--- src/rtl/gpio_port_pkg.sv ---
// Package: shared constants and types for the GPIO port output access block.
// Assumes byte addresses of 8 bits with word-aligned registers.
package gpio_port_pkg;
    localparam int ADDR_W = 8;

    // Byte offsets of the fixed registers.
    localparam logic [ADDR_W-1:0] OFS_LOAD  = 8'h00;
    localparam logic [ADDR_W-1:0] OFS_SET   = 8'h04;
    localparam logic [ADDR_W-1:0] OFS_CLR   = 8'h08;
    localparam logic [ADDR_W-1:0] OFS_MLOAD = 8'h0C;
    localparam logic [ADDR_W-1:0] OFS_TOG   = 8'h10;
    localparam logic [ADDR_W-1:0] OFS_RAW   = 8'h14;
    localparam logic [ADDR_W-1:0] OFS_MASK  = 8'h18;
    localparam logic [ADDR_W-1:0] OFS_DIR   = 8'h1C;

    // Region codes in address bits 7:6.
    localparam logic [1:0] REG_FIXED = 2'b00;
    localparam logic [1:0] REG_BIT   = 2'b01;
    localparam logic [1:0] REG_WORD  = 2'b10;

    typedef enum logic [3:0] {
        RS_NONE, RS_LOAD, RS_MLOAD, RS_RAW, RS_MASK, RS_DIR, RS_BIT, RS_WORD
    } rsel_e;

    typedef struct packed {
        logic load;
        logic set;
        logic clr;
        logic tog;
        logic mload;
        logic mask;
        logic dir;
        logic bitw;
        logic wordw;
    } wstb_t;
endpackage

--- src/rtl/gpio_port_decode.sv ---
// Module: address decoder. Turns one bus cycle into one-hot write strobes,
// a read selector and a pin index for the per-pin windows.
// Assumes PORT_W <= 16, so the pin index fits address bits 5:2.
module gpio_port_decode
    import gpio_port_pkg::*;
#(
    parameter int PORT_W = 16,
    localparam int PIDX_W = $clog2(PORT_W)
) (
    input  logic                 sel,
    input  logic                 wr,
    input  logic [ADDR_W-1:2]    addr,
    output wstb_t                wstb,
    output rsel_e                rsel,
    output logic [PIDX_W-1:0]    pin_idx
);
    logic [1:0] region;
    logic [3:0] slot;

    assign region  = addr[ADDR_W-1:ADDR_W-2];
    assign slot    = addr[5:2];
    assign pin_idx = addr[PIDX_W+1:2];

    // Decode region and slot into a strobe set and read selector.
    always_comb begin
        wstb = '0;
        rsel = RS_NONE;
        if (sel) begin
            unique case (region)
                REG_FIXED: begin
                    unique case (slot)
                        OFS_LOAD[5:2]:  begin wstb.load  = wr; rsel = RS_LOAD;  end
                        OFS_SET[5:2]:   wstb.set   = wr;
                        OFS_CLR[5:2]:   wstb.clr   = wr;
                        OFS_MLOAD[5:2]: begin wstb.mload = wr; rsel = RS_MLOAD; end
                        OFS_TOG[5:2]:   wstb.tog   = wr;
                        OFS_RAW[5:2]:   rsel = RS_RAW;
                        OFS_MASK[5:2]:  begin wstb.mask  = wr; rsel = RS_MASK;  end
                        OFS_DIR[5:2]:   begin wstb.dir   = wr; rsel = RS_DIR;   end
                        default:        rsel = RS_NONE;
                    endcase
                end
                REG_BIT:  begin wstb.bitw  = wr; rsel = RS_BIT;  end
                REG_WORD: begin wstb.wordw = wr; rsel = RS_WORD; end
                default:  rsel = RS_NONE;
            endcase
        end
    end
endmodule

--- src/rtl/gpio_port_regs.sv ---
// Module: output latch, mask and direction registers. Applies exactly one
// update per cycle as chosen by the decoder's one-hot strobes.
// Assumes synchronous active-low reset; all state resets to 0.
module gpio_port_regs
    import gpio_port_pkg::*;
#(
    parameter int PORT_W = 16,
    localparam int PIDX_W = $clog2(PORT_W)
) (
    input  logic               clk,
    input  logic               rst_n,
    input  wstb_t              wstb,
    input  logic [PIDX_W-1:0]  pin_idx,
    input  logic [PORT_W-1:0]  wdata,
    output logic [PORT_W-1:0]  out_q,
    output logic [PORT_W-1:0]  mask_q,
    output logic [PORT_W-1:0]  dir_q
);
    logic [PORT_W-1:0] out_nx;
    logic              one_bit;

    // Value a per-pin window write puts on the selected pin.
    assign one_bit = wstb.wordw ? (|wdata) : wdata[0];

    // Next output latch value for each kind of write.
    always_comb begin
        out_nx = out_q;
        if (wstb.load)  out_nx = wdata;
        if (wstb.set)   out_nx = out_q | wdata;
        if (wstb.clr)   out_nx = out_q & ~wdata;
        if (wstb.tog)   out_nx = out_q ^ wdata;
        if (wstb.mload) out_nx = (out_q & mask_q) | (wdata & ~mask_q);
        if (wstb.bitw || wstb.wordw) out_nx[pin_idx] = one_bit;
    end

    // Output latch register.
    always_ff @(posedge clk) begin
        if (!rst_n) out_q <= '0;
        else        out_q <= out_nx;
    end

    // Mask register, 1 protects a pin from masked loads.
    always_ff @(posedge clk) begin
        if (!rst_n)         mask_q <= '0;
        else if (wstb.mask) mask_q <= wdata;
    end

    // Direction register, 1 = input.
    always_ff @(posedge clk) begin
        if (!rst_n)        dir_q <= '0;
        else if (wstb.dir) dir_q <= wdata;
    end
endmodule

--- src/rtl/gpio_port_sync.sv ---
// Module: multi-flop synchronizer for the pad inputs.
// Assumes each pin is an independent asynchronous level; no bus coherency.
module gpio_port_sync #(
    parameter int PORT_W = 16,
    parameter int STAGES = 2
) (
    input  logic              clk,
    input  logic              rst_n,
    input  logic [PORT_W-1:0] d,
    output logic [PORT_W-1:0] q
);
    logic [PORT_W-1:0] stage [STAGES];

    // First flop samples the asynchronous pads.
    always_ff @(posedge clk) begin
        if (!rst_n) stage[0] <= '0;
        else        stage[0] <= d;
    end

    for (genvar s = 1; s < STAGES; s++) begin : g_stage
        // Each later flop re-samples the previous one.
        always_ff @(posedge clk) begin
            if (!rst_n) stage[s] <= '0;
            else        stage[s] <= stage[s-1];
        end
    end

    assign q = stage[STAGES-1];
endmodule

--- src/rtl/gpio_port_readmux.sv ---
// Module: read-back multiplexer. Purely combinational from registered state.
// Assumes DATA_W >= PORT_W; unused upper bits read 0.
module gpio_port_readmux
    import gpio_port_pkg::*;
#(
    parameter int PORT_W = 16,
    parameter int DATA_W = 32,
    localparam int PIDX_W = $clog2(PORT_W)
) (
    input  rsel_e              rsel,
    input  logic [PIDX_W-1:0]  pin_idx,
    input  logic [PORT_W-1:0]  out_q,
    input  logic [PORT_W-1:0]  mask_q,
    input  logic [PORT_W-1:0]  dir_q,
    input  logic [PORT_W-1:0]  pins_s,
    output logic [DATA_W-1:0]  rdata
);
    logic [PORT_W-1:0] sel_val;

    // Pick the port-wide value for the selected read target.
    always_comb begin
        unique case (rsel)
            RS_LOAD:  sel_val = out_q;
            RS_MLOAD: sel_val = pins_s & ~mask_q;
            RS_RAW:   sel_val = pins_s;
            RS_MASK:  sel_val = mask_q;
            RS_DIR:   sel_val = dir_q;
            RS_BIT:   sel_val = {{(PORT_W-1){1'b0}}, pins_s[pin_idx]};
            RS_WORD:  sel_val = {PORT_W{pins_s[pin_idx]}};
            default:  sel_val = '0;
        endcase
    end

    assign rdata = {{(DATA_W-PORT_W){1'b0}}, sel_val};
endmodule

--- src/rtl/gpio_port_out.sv ---
// Module: top of the GPIO port output access block. Wires decoder, registers,
// input synchronizer and read mux. Output enable is the inverse of direction.
// Assumes a single-cycle bus: writes commit at the next edge, reads are combinational.
module gpio_port_out
    import gpio_port_pkg::*;
#(
    parameter int PORT_W = 16,
    parameter int DATA_W = 32,
    parameter int SYNC_STAGES = 2
) (
    input  logic                 clk,
    input  logic                 rst_n,
    input  logic                 bus_sel,
    input  logic                 bus_wr,
    input  logic [ADDR_W-1:2]    bus_addr,
    input  logic [PORT_W-1:0]    bus_wdata,
    output logic [DATA_W-1:0]    bus_rdata,
    input  logic [PORT_W-1:0]    pin_in,
    output logic [PORT_W-1:0]    pin_out,
    output logic [PORT_W-1:0]    pin_oe
);
    localparam int PIDX_W = $clog2(PORT_W);

    wstb_t             wstb;
    rsel_e             rsel;
    logic [PIDX_W-1:0] pin_idx;
    logic [PORT_W-1:0] mask_q;
    logic [PORT_W-1:0] dir_q;
    logic [PORT_W-1:0] pins_s;

    gpio_port_decode #(.PORT_W(PORT_W)) u_dec (
        .sel(bus_sel), .wr(bus_wr), .addr(bus_addr),
        .wstb(wstb), .rsel(rsel), .pin_idx(pin_idx)
    );

    gpio_port_regs #(.PORT_W(PORT_W)) u_regs (
        .clk(clk), .rst_n(rst_n), .wstb(wstb), .pin_idx(pin_idx),
        .wdata(bus_wdata), .out_q(pin_out), .mask_q(mask_q), .dir_q(dir_q)
    );

    gpio_port_sync #(.PORT_W(PORT_W), .STAGES(SYNC_STAGES)) u_sync (
        .clk(clk), .rst_n(rst_n), .d(pin_in), .q(pins_s)
    );

    gpio_port_readmux #(.PORT_W(PORT_W), .DATA_W(DATA_W)) u_rmux (
        .rsel(rsel), .pin_idx(pin_idx), .out_q(pin_out), .mask_q(mask_q),
        .dir_q(dir_q), .pins_s(pins_s), .rdata(bus_rdata)
    );

    assign pin_oe = ~dir_q;
endmodule

--- config.mk ---
export PLATFORM = sky130hd
export DESIGN_NAME = gpio_port_out
export DESIGN_NICKNAME = d
export VERILOG_FILES = /design/src/rtl/gpio_port_pkg.sv /design/src/rtl/gpio_port_decode.sv /design/src/rtl/gpio_port_regs.sv /design/src/rtl/gpio_port_sync.sv /design/src/rtl/gpio_port_readmux.sv /design/src/rtl/gpio_port_out.sv
export SDC_FILE = /design/constraint.sdc
export NUM_CORES = 1
export LEC_CHECK = 0
export ABC_AREA = 1
export BUFFER_PORTS_ARGS = -buffer_cell sky130_fd_sc_hd__buf_2
export CAP_MARGIN = 25
export CORE_ASPECT_RATIO = 1.1
export CORE_UTILIZATION = 57
export CTS_CLUSTER_DIAMETER = 80
export DETAILED_ROUTE_END_ITERATION = 10
export PLACE_DENSITY = 0.89
export SLEW_MARGIN = 10
export SYNTH_ARGS = -nofsm -noshare
export SYNTH_HDL_FRONTEND = slang
export SYNTH_SLANG_ARGS = --single-unit
--- constraint.sdc ---
create_clock -name clk -period 2.2 [get_ports clk]
set_clock_uncertainty 0.2 [all_clocks]
set_input_delay 0.22 -clock clk [delete_from_list [all_inputs] [get_ports clk]]
set_output_delay 0.22 -clock clk [all_outputs]
set_load 0.02 [all_outputs]
-- Yosys cells after proc, flatten, opt, wreduce, memory -nomap -nowiden
Memory sizes are Yosys's and may differ from the RTL's.
Index checks and enable logic that the tools add are counted.
- flip-flop bits (word level): 48
- memory bits (writable): 32
- logic and storage cells: 70
- memories: 1
- memory list (name ; depth ; width ; read ports ; clocked after memory_dff ; write ports ; RTL line ; text):
    u_sync.stage ; 2 ; 16 ; 2 ; 0 ; 2 ; gpio_port_sync.sv:12 ; logic [PORT_W-1:0] stage [STAGES];
- bitwise operators: 12
- reduce and logical (&&, ||, !) cells: 5
- eq/ne operators: 16
- mux-type cells: 31
- magnitude comparators: 2
- operator list (kind ; count):
    2-to-1 mux 16 bit ; 8
    one-hot mux 16 bit (7 select lines) ; 1
    bitwise AND 16 bit ; 4
    inverter 16 bit ; 3
    equality test 4 x 3 -> 1 bit, second input constant ; 8
    bitwise OR 16 bit ; 2
    bitwise mux 16 bit ; 1
    equality test 4 x 2 -> 1 bit, second input constant ; 4
    OR reduction 16 bit ; 1
    bitwise XOR 16 bit ; 1
    one-hot mux 3 bit (5 select lines) ; 1
    2-to-1 mux 1 bit ; 14
    2-to-1 mux 9 bit ; 1
    one-hot mux 3 bit (3 select lines) ; 1
    equality test 4 x 1 -> 1 bit, second input constant ; 2
    2-to-1 mux 7 bit ; 1
    < comparator 4 x 5 -> 1 bit, second input constant ; 1
    binary-select mux 1 bit (select 4 bit) ; 1
    demux 1 bit (select 4 bit) ; 1
    greater-or-equal comparator 4 x 1 -> 1 bit, second input constant ; 1
    zero test 4 bit ; 1
    2-to-1 mux 4 bit ; 1
    equality test 2 x 1 -> 1 bit, second input constant ; 1
    equality test 2 bit, second input constant ; 1
    other kinds (4) ; 5

-- Depth between registers and ports, before layout
Gate-level depths: netlist of run 1.
- word-level depth: 11
- depth in mapped cells: 14
- depth with buffers taken out: 13

-- Hierarchy
From an unflattened synthesis of run 1, not the netlist that was laid out.
- cells, all modules: 924
- area, all modules: 5853.1 um^2
- by module, submodules not included (module ; times used ; cells an instance ; area each (um^2) ; sequential area each (um^2)):
    gpio_port_regs ; 1 ; 542 ; 3520.9 ; 960.9
    gpio_port_readmux ; 1 ; 213 ; 1069.8 ; 0.0
    gpio_port_sync ; 1 ; 99 ; 914.6 ; 640.6
    gpio_port_decode ; 1 ; 54 ; 287.8 ; 0.0
    gpio_port_out ; 1 ; 16 ; 60.1 ; 0.0

-- Worst setup path after synthesis of run 1
No wires, ideal clock.
- path kind: input to output
- start: input port bus_addr[3] in the netlist's numbering
- end: output port bus_rdata[11]
- arrival time: 1.540 ns
- cell stages on the path: 13
- buffers on the path: 2
- setup slack: 0.240 ns
- required time: 1.780 ns
- path through: buf_4 > nor2_1 > nand2_1 > nand2_1 > nand2_1 > nand2_1 > nand2_2 > nor2_2 > nand2_1 > nor2_4 > buf_6 > nor2_1 > nand2_1
- cells in the longest elaborated chain, start to end: 6
- RTL lines (item ; RTL line ; text):
    from (decl) ; gpio_port_out.sv:15 ; input logic [ADDR_W-1:2] bus_addr,
    equality test 4 x 3 -> 1 bit (tied with other cells) ; gpio_port_decode.sv:31 ; unique case (slot)
    one-hot mux 3 bit (5 select lines) ; gpio_port_decode.sv:31 ;
    one-hot mux 3 bit (3 select lines) ; gpio_port_decode.sv:29 ; unique case (region)
    2-to-1 mux 4 bit ; gpio_port_decode.sv:28 ; if (sel) begin
    equality test 4 x 3 -> 1 bit (tied with other cells) ; gpio_port_readmux.sv:22 ; unique case (rsel)
    one-hot mux 16 bit (7 select lines) * ; gpio_port_readmux.sv:22 ;
    to (decl) ; gpio_port_out.sv:17 ; output logic [DATA_W-1:0] bus_rdata,
Mark *: on every way between the ends. The rest lies on a longest branch, timed or not. The select of a mux whose other input is x is not followed.

==> results.txt, run 1 <==
Setup repair after global routing could not meet its margin everywhere. The estimated wirelength of the detail-placed design is 12400 microns. The number of clock buffers added by TritonCTS is 9. The routability-driven placement congestion ratio is 0.954. The via count of the first global-routing pass came out at just under 6000.

The layout net count is about 1200. The number of clock sinks came out at 80. The worst register-to-register path has a setup slack of ~0.73 ns. The layout filler cell count came out at approximately 770.

The capturing element of the worst setup path is bus_rdata[13]. The die extent in x is 98.2 microns. The destination of the worst register-to-register timing path is u_regs.out_q[12]. The routed wire length came out at 18800 microns. The startpoint type of the worst setup path is a flip-flop.

Of all flip-flops after synthesis, the portion carrying an async set or reset was 0. The count of boundary I/O pins came out at between 100 and 150. In this run the static leakage power is about 3.7 nW. The yosys synthesis warning count came out at 0. The proportion of synthesized chip area in sequential cells came out at 0.276.

The wire length per cell came out at between 15 and 20 microns. The flow ran to the end, but the final reports show violations. The final instance area is between 7000 and 8000 sq um. The final design utilization came out at 0.737. The checks that failed: DRC, setup timing. The worst setup path is of the flip-flop to output pin kind. The number of design rule violations left after detail routing is 8. The worst hold path was traced through 3 stages. The max-cap violation count is 0. The required time of the critical path came out at around 1.8 ns. The total core area is 9890 sq um. The first-pass iteration count of the detailed router is 9. The number of different library cells in the post-synthesis netlist came out at 25. The area added between synthesis and finish came out at 25.6%. The count of state elements after synthesis came out at 80.

The number of cells on the worst reg-to-reg path is 6. Sorting the synthesized cells by how often they occur yields sky130_fd_sc_hd__nand2_1 (252), sky130_fd_sc_hd__inv_1 (180), sky130_fd_sc_hd__nor2_1 (99). The number of instances in the placed design is roughly 1200.

The remaining antenna violation count after routing came out at 0. Summed over all instances, the cell type with the most area after synthesis is sky130_fd_sc_hd__dfxtp_1. The root buffer cell chosen for the clock tree is sky130_fd_sc_hd__clkbuf_8. Based on the critical path, the design can be clocked at up to roughly 0.44 GHz.

The via count is ~6800. The fraction of synthesized cell area taken by the top area cell type is 0.276. The worst setup path is captured at an output pin. In the post-synthesis netlist, the biggest area contributors are sky130_fd_sc_hd__dfxtp_1 (28%), sky130_fd_sc_hd__nand2_1 (16%), sky130_fd_sc_hd__inv_1 (12%). The data arrival time of the worst path is between 1.5 and 2 ns.

The number of buffers added on ports is slightly below 90. The total overflow reported by the global router is 0. The number of antenna violations at the first check in global routing is 0. For this block, the initial DRC count from the detailed router was slightly below 1000.

The aggregate global-route resource usage is 0.347. The maximum buffer depth of the clock tree came out at 2. The number of non-filler instances in the completed layout came out at between 1000 and 1500. Setup violations remaining at the end of the flow were counted as 15. The via density per instance came out at ~5.5. The TritonCTS clock tree is done. The starting density of the core is 0.587. Synthesis handed over a netlist of 973 instances. The most frequently used cell type in the post-synthesis netlist is sky130_fd_sc_hd__nand2_1.

In this run the vertical extent of the chip is about 110 microns. The count of antenna diodes in the layout is 0. The main flop type after synthesis is sky130_fd_sc_hd__dfxtp_1. The netlist area before placement came out at 5810 sq um. The worst IR drop on VDD is approximately 0.43 mV.

The global-route wire length before repair is between 20000 and 30000 microns. The clock-pin slew on the worst setup and hold paths is approximately 0.10 ns. Dividing the final minimum period by the clock period gives 1.03. Of the cells placed in the final design, the portion with a size suffix greater than 1 is 0.198. The start of the worst register-to-register path is u_regs.out_q[12]. The cell row count came out at 38. The mean area per synthesized cell is 5.97 sq um.

The floorplan step defined a die boundary enclosing 10600 sq um. The overall power of the completed layout is 3.28 mW. The later pin in the worst-skew pair is clocked with a latency of between 0.3 and 0.4 ns.

The max-slew violation count is 0. In this run the worst setup path begins at u_sync.stage[1][12]. The power density over the cells came out at between 400 and 500 nW/um^2. The number of failing hold endpoints at the final stage is 0. Entering global routing, the biggest net connects between 80 and 90 pins. The post-route worst setup slack is -0.0667 ns. The post-layout minimum cycle time is between 2 and 2.5 ns. The largest driver fanout on the critical path is 7.

The total placed instance area is between 6000 and 7000 sq um. The total number of H-tree levels came out at 3. The path type of the worst min-delay path is input port to flip-flop. The synthesized design contains 0 enable-type register cells.
==> cells by family (layout without fill, tap and decap cells) <==
family,count (synthesis),in the layout,synth area share
flip-flops,80,80,0.276
other,1,16,0.000646
buffers and inverters,248,365,0.179
AO/OA/AOI/OAI,149,149,0.134
adder cells (fa/ha/maj),36,36,0.0776
AND/OR/NAND/NOR,459,459,0.333
==> per-layer routing <==
metal	track usage	vias to the layer above	part of all wire
met3	0.0468	94	0.085
met4	0.206	0	0.066
met2	0.597	389	0.49
met5	0	-	0
li1	-	3242	-
met1	0.413	3034	0.36
==> registers in the layout, indices dropped and copies added, names as in the netlist <==
name,cells
u_sync.stage,32
u_regs.dir_q,16
u_regs.mask_q,16
u_regs.out_q,16
==> cell usage in the layout (no fill, tap or decap), types with 2 or more instances in the layout <==
master and count:
sky130_fd_sc_hd__clkbuf_8 9, sky130_fd_sc_hd__nand4_1 34, sky130_fd_sc_hd__nand2_1 243, sky130_fd_sc_hd__nand3_2 2, sky130_fd_sc_hd__clkinv_1 2, sky130_fd_sc_hd__conb_1 16
sky130_fd_sc_hd__ha_1 34, sky130_fd_sc_hd__buf_2 75, sky130_fd_sc_hd__inv_1 175, sky130_fd_sc_hd__nor2_1 85, sky130_fd_sc_hd__nand2_2 8, sky130_fd_sc_hd__dlygate4sd3_1 17
sky130_fd_sc_hd__inv_2 8, sky130_fd_sc_hd__nand3_1 60, sky130_fd_sc_hd__o22ai_1 16, sky130_fd_sc_hd__inv_6 4, sky130_fd_sc_hd__nand2_4 2, sky130_fd_sc_hd__buf_12 8
sky130_fd_sc_hd__o21ai_0 80, sky130_fd_sc_hd__dfxtp_1 71, sky130_fd_sc_hd__nor2_2 13, sky130_fd_sc_hd__nor2_4 9, sky130_fd_sc_hd__a21oi_1 50, sky130_fd_sc_hd__buf_4 42
sky130_fd_sc_hd__buf_6 21, sky130_fd_sc_hd__dfxtp_4 2, sky130_fd_sc_hd__dfxtp_2 7
==> critical path, cell delays in order (launching register included) <==
cell,delay (ns)
sky130_fd_sc_hd__dfxtp_2,0.35
sky130_fd_sc_hd__inv_2,0.05
sky130_fd_sc_hd__o21ai_2,0.10
sky130_fd_sc_hd__nand2_1,0.06
sky130_fd_sc_hd__nand2_1,0.06
sky130_fd_sc_hd__nand2_1,0.06
sky130_fd_sc_hd__nand2_2,0.10
sky130_fd_sc_hd__nor2_4,0.06
sky130_fd_sc_hd__nor2_4,0.17
sky130_fd_sc_hd__buf_6,0.18
sky130_fd_sc_hd__nor2_2,0.05
sky130_fd_sc_hd__nand2_1,0.10
sky130_fd_sc_hd__buf_6,0.13
==> cell type report <==
type | instances | area, sq um | share of cell area
clock buffer | 9 | 124 | 0.0170
clock inverter | 7 | 83.8 | 0.0115
timing repair buffer | 163 | 1260 | 0.172
multi-input combinational | 660 | 3360 | 0.460
sequential | 80 | 1620 | 0.222
inverter | 186 | 701 | 0.0961
tap | 120 | 150 | 0.0206
==> worst min path at each step <==
stage | from | endpoint | slack, ns
finish | bus_wdata[1] | u_regs.dir_q[1] | 0.01
floorplan | pin_in[0] | u_sync.stage[0][0] | 0.12
detailed placement | u_sync.stage[0][5] | u_sync.stage[1][5] | 0.20
CTS | bus_wdata[11] | u_regs.mask_q[11] | 0.0007
global route | bus_wdata[1] | u_regs.dir_q[1] | 0.006
global placement | u_sync.stage[0][15] | u_sync.stage[1][15] | 0.19
==> stage by stage <==
| step | hold WS, ns | setup TNS (ns) | setup slack (ns) |
|---|---|---|---|
| finish | 0.0127 | -0.401 | -0.0667 |
| global placement | 0.195 | -0.159 | -0.0527 |
| global route | 0.00608 | -1.90 | -0.160 |
| floorplan | 0.118 | 0 | 0.240 |
| detailed placement | 0.195 | -0.478 | -0.0756 |
| CTS | 0.000718 | 0 | 0.00451 |
==> power breakdown <==
part	total [mW]	leakage, nW	internal, mW	switching (mW)
clock	1.19	0.103	0.549	0.637
sequential	1.50	0.656	1.48	0.0213
combinational	0.589	2.89	0.217	0.371
==> repair_timing <==
action / in CTS / in global routing
pin swaps: 6 / 15
resized for setup: 24 / 68
buffers inserted: 5 / 7
setup endpoints to repair: 16 / 16
hold buffers: 17 / 0
endpoints found under the hold margin: 17 / 0
gates cloned: 0 / 1
(Power assumes the default switching activity.)
==> run 2, diff against run 1 <==
- ABC_AREA: 1 -> unset
- CORE_UTILIZATION: 57 -> 56
- SYNTH_HIERARCHICAL: unset -> 1
==> run 2 against run 1 <==
Against the previous run: the run ends with setup timing left; power is 4.4% lower; flip-flop and latch count stayed put; synthesized area is 6.7% lower; fmax is 11% lower; setup slack worse by 0.28 ns; worst hold slack better by 0.020 ns; utilization is 2.1 points lower; critical path depth is 5 lower; via count is 16% lower; die area is 4.9% lower; count of clock-buffer cells in the layout is 1 higher; largest cell class unchanged; largest power group unchanged; highest routed layer unchanged.
==> results.txt, run 2 <==
The critical path is of the flip-flop to output pin type. The netlist area before placement is roughly 5400 sq um. The library cell used most frequently in the layout, excluding fill and tap cells, is sky130_fd_sc_hd__buf_2.

The worst setup path is captured at an output pin. The tightest hold margin came out at around 0.033 ns. Counting flops and latches in the post-synthesis netlist gives 80. The post-layout minimum cycle time is about 2.5 ns. The via count of the first global-routing pass is between 5000 and 6000. The largest area contributor in the synthesized netlist is sky130_fd_sc_hd__dfxtp_1. The share of total power in combinational logic came out at 0.158. Sorting the synthesized cells by area gives the leading types as sky130_fd_sc_hd__dfxtp_1 (30%), sky130_fd_sc_hd__mux2i_1 (9.8%), sky130_fd_sc_hd__ha_1 (8.3%). The mean area per synthesized cell came out at slightly below 9 sq um.

Of the total synthesized cell area, the portion taken by full adders, half adders and majority gates is 0.0831. For this design, the sink count on the clock tree is 80. TritonCTS built the clock tree.

The number of instances on the worst hold path came out at 3. The area added between synthesis and finish came out at 24.2%. The final reports fail on setup timing. The total core area is 9400 sq um.

The estimated wirelength of the detail-placed design is around 12000 microns. The total leakage power is roughly 2.7 nW. The worst relative slew slack is 0.609. The clock-pin slew on the worst setup and hold paths came out at ~0.10 ns. The global-route wire length before repair is between 20000 and 30000 microns.

The achievable frequency is roughly 0.39 GHz. The die extent in x is approximately 96 microns. The total placed instance area is approximately 6300 sq um. The total overflow reported by the global router came out at 0. The wire length per cell is approximately 22 microns. The required time of the critical path is around 1.8 ns. For this run, the total global-route usage over all layers was measured as 0.400.

The worst reg-to-reg path cell count is 5. The number of different library cells in the post-synthesis netlist is between 50 and 60. The cell row count is 37. The share of synthesized area spent on multiplexers is 0.109. The number of antenna violations at the first check in global routing is 1.

The flow ran to the end, but the final reports show violations. The overall power of the completed layout is approximately 3.1 mW. The worst register-to-register path begins at u_regs/out_q[15]. The fraction of the mapped netlist area in compound gates came out at 0.188.

The power density over the cells is between 400 and 500 nW/um^2. The worst IR drop on VDD came out at around 0.37 mV. Summed over all failing endpoints, the final setup total negative slack is -4.57 ns. The path class of the tightest hold or removal check is input port to flip-flop. The routed wire length is around 19000 microns. The fraction of layout instances using a drive strength above 1 came out at 0.323. The total die area came out at 10100 sq um. The number of setup violations in the final report came out at 16. For the worst setup path, the data arrival time is roughly 2.1 ns. Setup repair after global routing could not meet its margin everywhere. The power share of the clock group came out at 0.359. The vertical extent of the die came out at about 110 microns. The fraction of synthesized cell area taken by the top area cell type is 0.296. The final instance area is between 6000 and 7000 sq um. The simple logic cell fraction of the synthesized area came out at 0.215. The internal power component is 2.16 mW. The sequential group share of total power is 0.483. The post-route worst setup slack is -0.349 ns. For this block, the via count after detailed routing is around 5700. For this design the top-level I/O count stands at around 110.

For hold timing, the worst endpoint is u_regs/mask_q[15]. The first-pass iteration count of the detailed router came out at 8. The switching fraction of total power came out at 0.310. The final clock period utilization by the worst path is 1.16.

The reg-to-reg setup timing slack is around 0.43 ns. The async set or reset register ratio after synthesis came out at 0. The largest driver fanout on the critical path is 15. The largest net degree at the start of global routing is 53. The via density per instance is between 6 and 7. The maximum buffer depth of the clock tree came out at 2. The clock buffer count from CTS is 9. The insertion delay of the later-clocked pin in the worst-skew pair came out at roughly 0.36 ns. The total number of H-tree levels is 3.

The number of design rule violations left after detail routing is 0. The flip-flop count of the largest register, all copies and words added came out at 32. Ranked by flip-flop count, first place goes to u_sync/stage. The starting density of the core came out at 0.576. Clock tree synthesis selected as its root buffer the cell sky130_fd_sc_hd__clkbuf_8. The max-slew violation count came out at 0. The final design utilization is 0.716. By area, the combinational part of the netlist is dominated by simple AND/OR/NAND/NOR gates. The remaining antenna violation count after routing is 0.

The most common cell in the synthesized netlist is sky130_fd_sc_hd__dfxtp_1. The number of failing hold endpoints at the final stage was 0. The yosys synthesis warning count is 6. The max-cap violation count came out at 0. The commonest cells after synthesis are sky130_fd_sc_hd__dfxtp_1 (80), sky130_fd_sc_hd__inv_1 (53), sky130_fd_sc_hd__mux2i_1 (53). The proportion of synthesized chip area in sequential cells came out at 0.296.

After technology mapping, the gate count stands at 615. In the layout the commonest cells are sky130_fd_sc_hd__buf_2 (87), sky130_fd_sc_hd__dfxtp_1 (72), sky130_fd_sc_hd__inv_1 (53), sky130_fd_sc_hd__mux2i_1 (53). In this run the most critical hold path is launched from bus_wdata[15]. The routability-driven placement congestion ratio is 0.983. At the pin with the least slew margin, the transition time is roughly 0.57 ns. The layout net count came out at roughly 810. In the synthesized netlist the dominant register cell turns out to be sky130_fd_sc_hd__dfxtp_1. The worst register-to-register path ends at u_regs/out_q[15]. The xor-xnor portion of the synthesized cell area came out at 0.00162. The number of enable flip-flop cells after synthesis is 0. For this design the total switching power over the nets is 0.970 mW.

The number of buffers added on ports is ~90. For this block, the initial DRC count from the detailed router was between 1000 and 1500. The worst setup path is launched from a flip-flop.
==> run 2: cell type report <==
class                   count  area (sq um)
multi-input cells         436          3430
fillers                   629          2670
flip-flops and latches     80          1610
repair buffers            155          1140
inverters                  54           203
well taps                 117           146
clock buffers              10           138
clock inverters             6          57.6
diodes                      1          2.50
==> run 2: worst max-delay path, cell delays in order, from the launching register on <==
cell and delay, ns:
sky130_fd_sc_hd__dfxtp_1 0.41, sky130_fd_sc_hd__mux2i_1 0.11, sky130_fd_sc_hd__mux4_2 0.49, sky130_fd_sc_hd__nand2_1 0.10, sky130_fd_sc_hd__o211ai_2 0.11, sky130_fd_sc_hd__buf_12 0.17, sky130_fd_sc_hd__o2111ai_1 0.13, sky130_fd_sc_hd__buf_2 0.22
==> run 2: worst max path at each step <==
stage / start / end / slack [ns] / cells past startpoint
after floorplan: bus_addr[4] / bus_rdata[1] / -0.004 / 8
after global placement: bus_addr[7] / bus_rdata[9] / -0.10 / 11
after detailed placement: bus_addr[6] / bus_rdata[6] / -0.25 / 12
after CTS: u_sync/stage[1][1] / bus_rdata[0] / -0.31 / 6
after global routing: u_sync/stage[1][5] / bus_rdata[0] / -0.37 / 6
final: u_sync/stage[1][15] / bus_rdata[5] / -0.35 / 7
==> run 2: routing by layer <==
layer / track usage / vias to the layer above / part of all wire / wire length (microns)
li1: - / 2380 / - / -
met1: 0.459 / 2613 / 0.34 / 6460
met2: 0.629 / 522 / 0.47 / 9030
met3: 0.122 / 176 / 0.11 / 2090
met4: 0.265 / 0 / 0.081 / 1560
met5: 0 / - / 0 / 0
==> run 2: timing repair <==
| action | 4_1_cts | 5_1_grt |
|---|---|---|
| resized for setup | 12 | 16 |
| buffers inserted | 1 | 0 |
| setup endpoints to repair | 16 | 32 |
| pin swaps | 4 | 0 |
| hold endpoints to repair | 17 | 0 |
| hold buffers | 17 | 0 |
| cloned | 0 | 0 |
==> run 2: metrics by stage <==
step,setup slack (ns),instances
CTS,-0.312,858
finish,-0.349,859
floorplan,-0.00363,630
global placement,-0.102,824
detailed placement,-0.247,824
global route,-0.370,858
==> run 2: power groups by stage <==
stage / Combinational [mW] / Sequential, mW / Clock [mW]
3_5_place_dp: 0.431 / 1.54 / 0
5_1_grt: 0.525 / 1.52 / 1.19
4_1_cts: 0.464 / 1.51 / 1.11
2_1_floorplan: 0.281 / 1.53 / 0
3_3_place_gp: 0.404 / 1.54 / 0
6_report: 0.495 / 1.51 / 1.13
==> run 2: cell families (layout without fill, tap and decap cells) <==
kind of cell,count (synthesis),after routing
muxes,57,57
buffers and inverters,114,225
other,2,18
xor gates and xnor gates,1,1
DFF,80,80
AOI/OAI and AO/OA,126,126
and+or+nand+nor,199,199
adders and majority gates,36,36
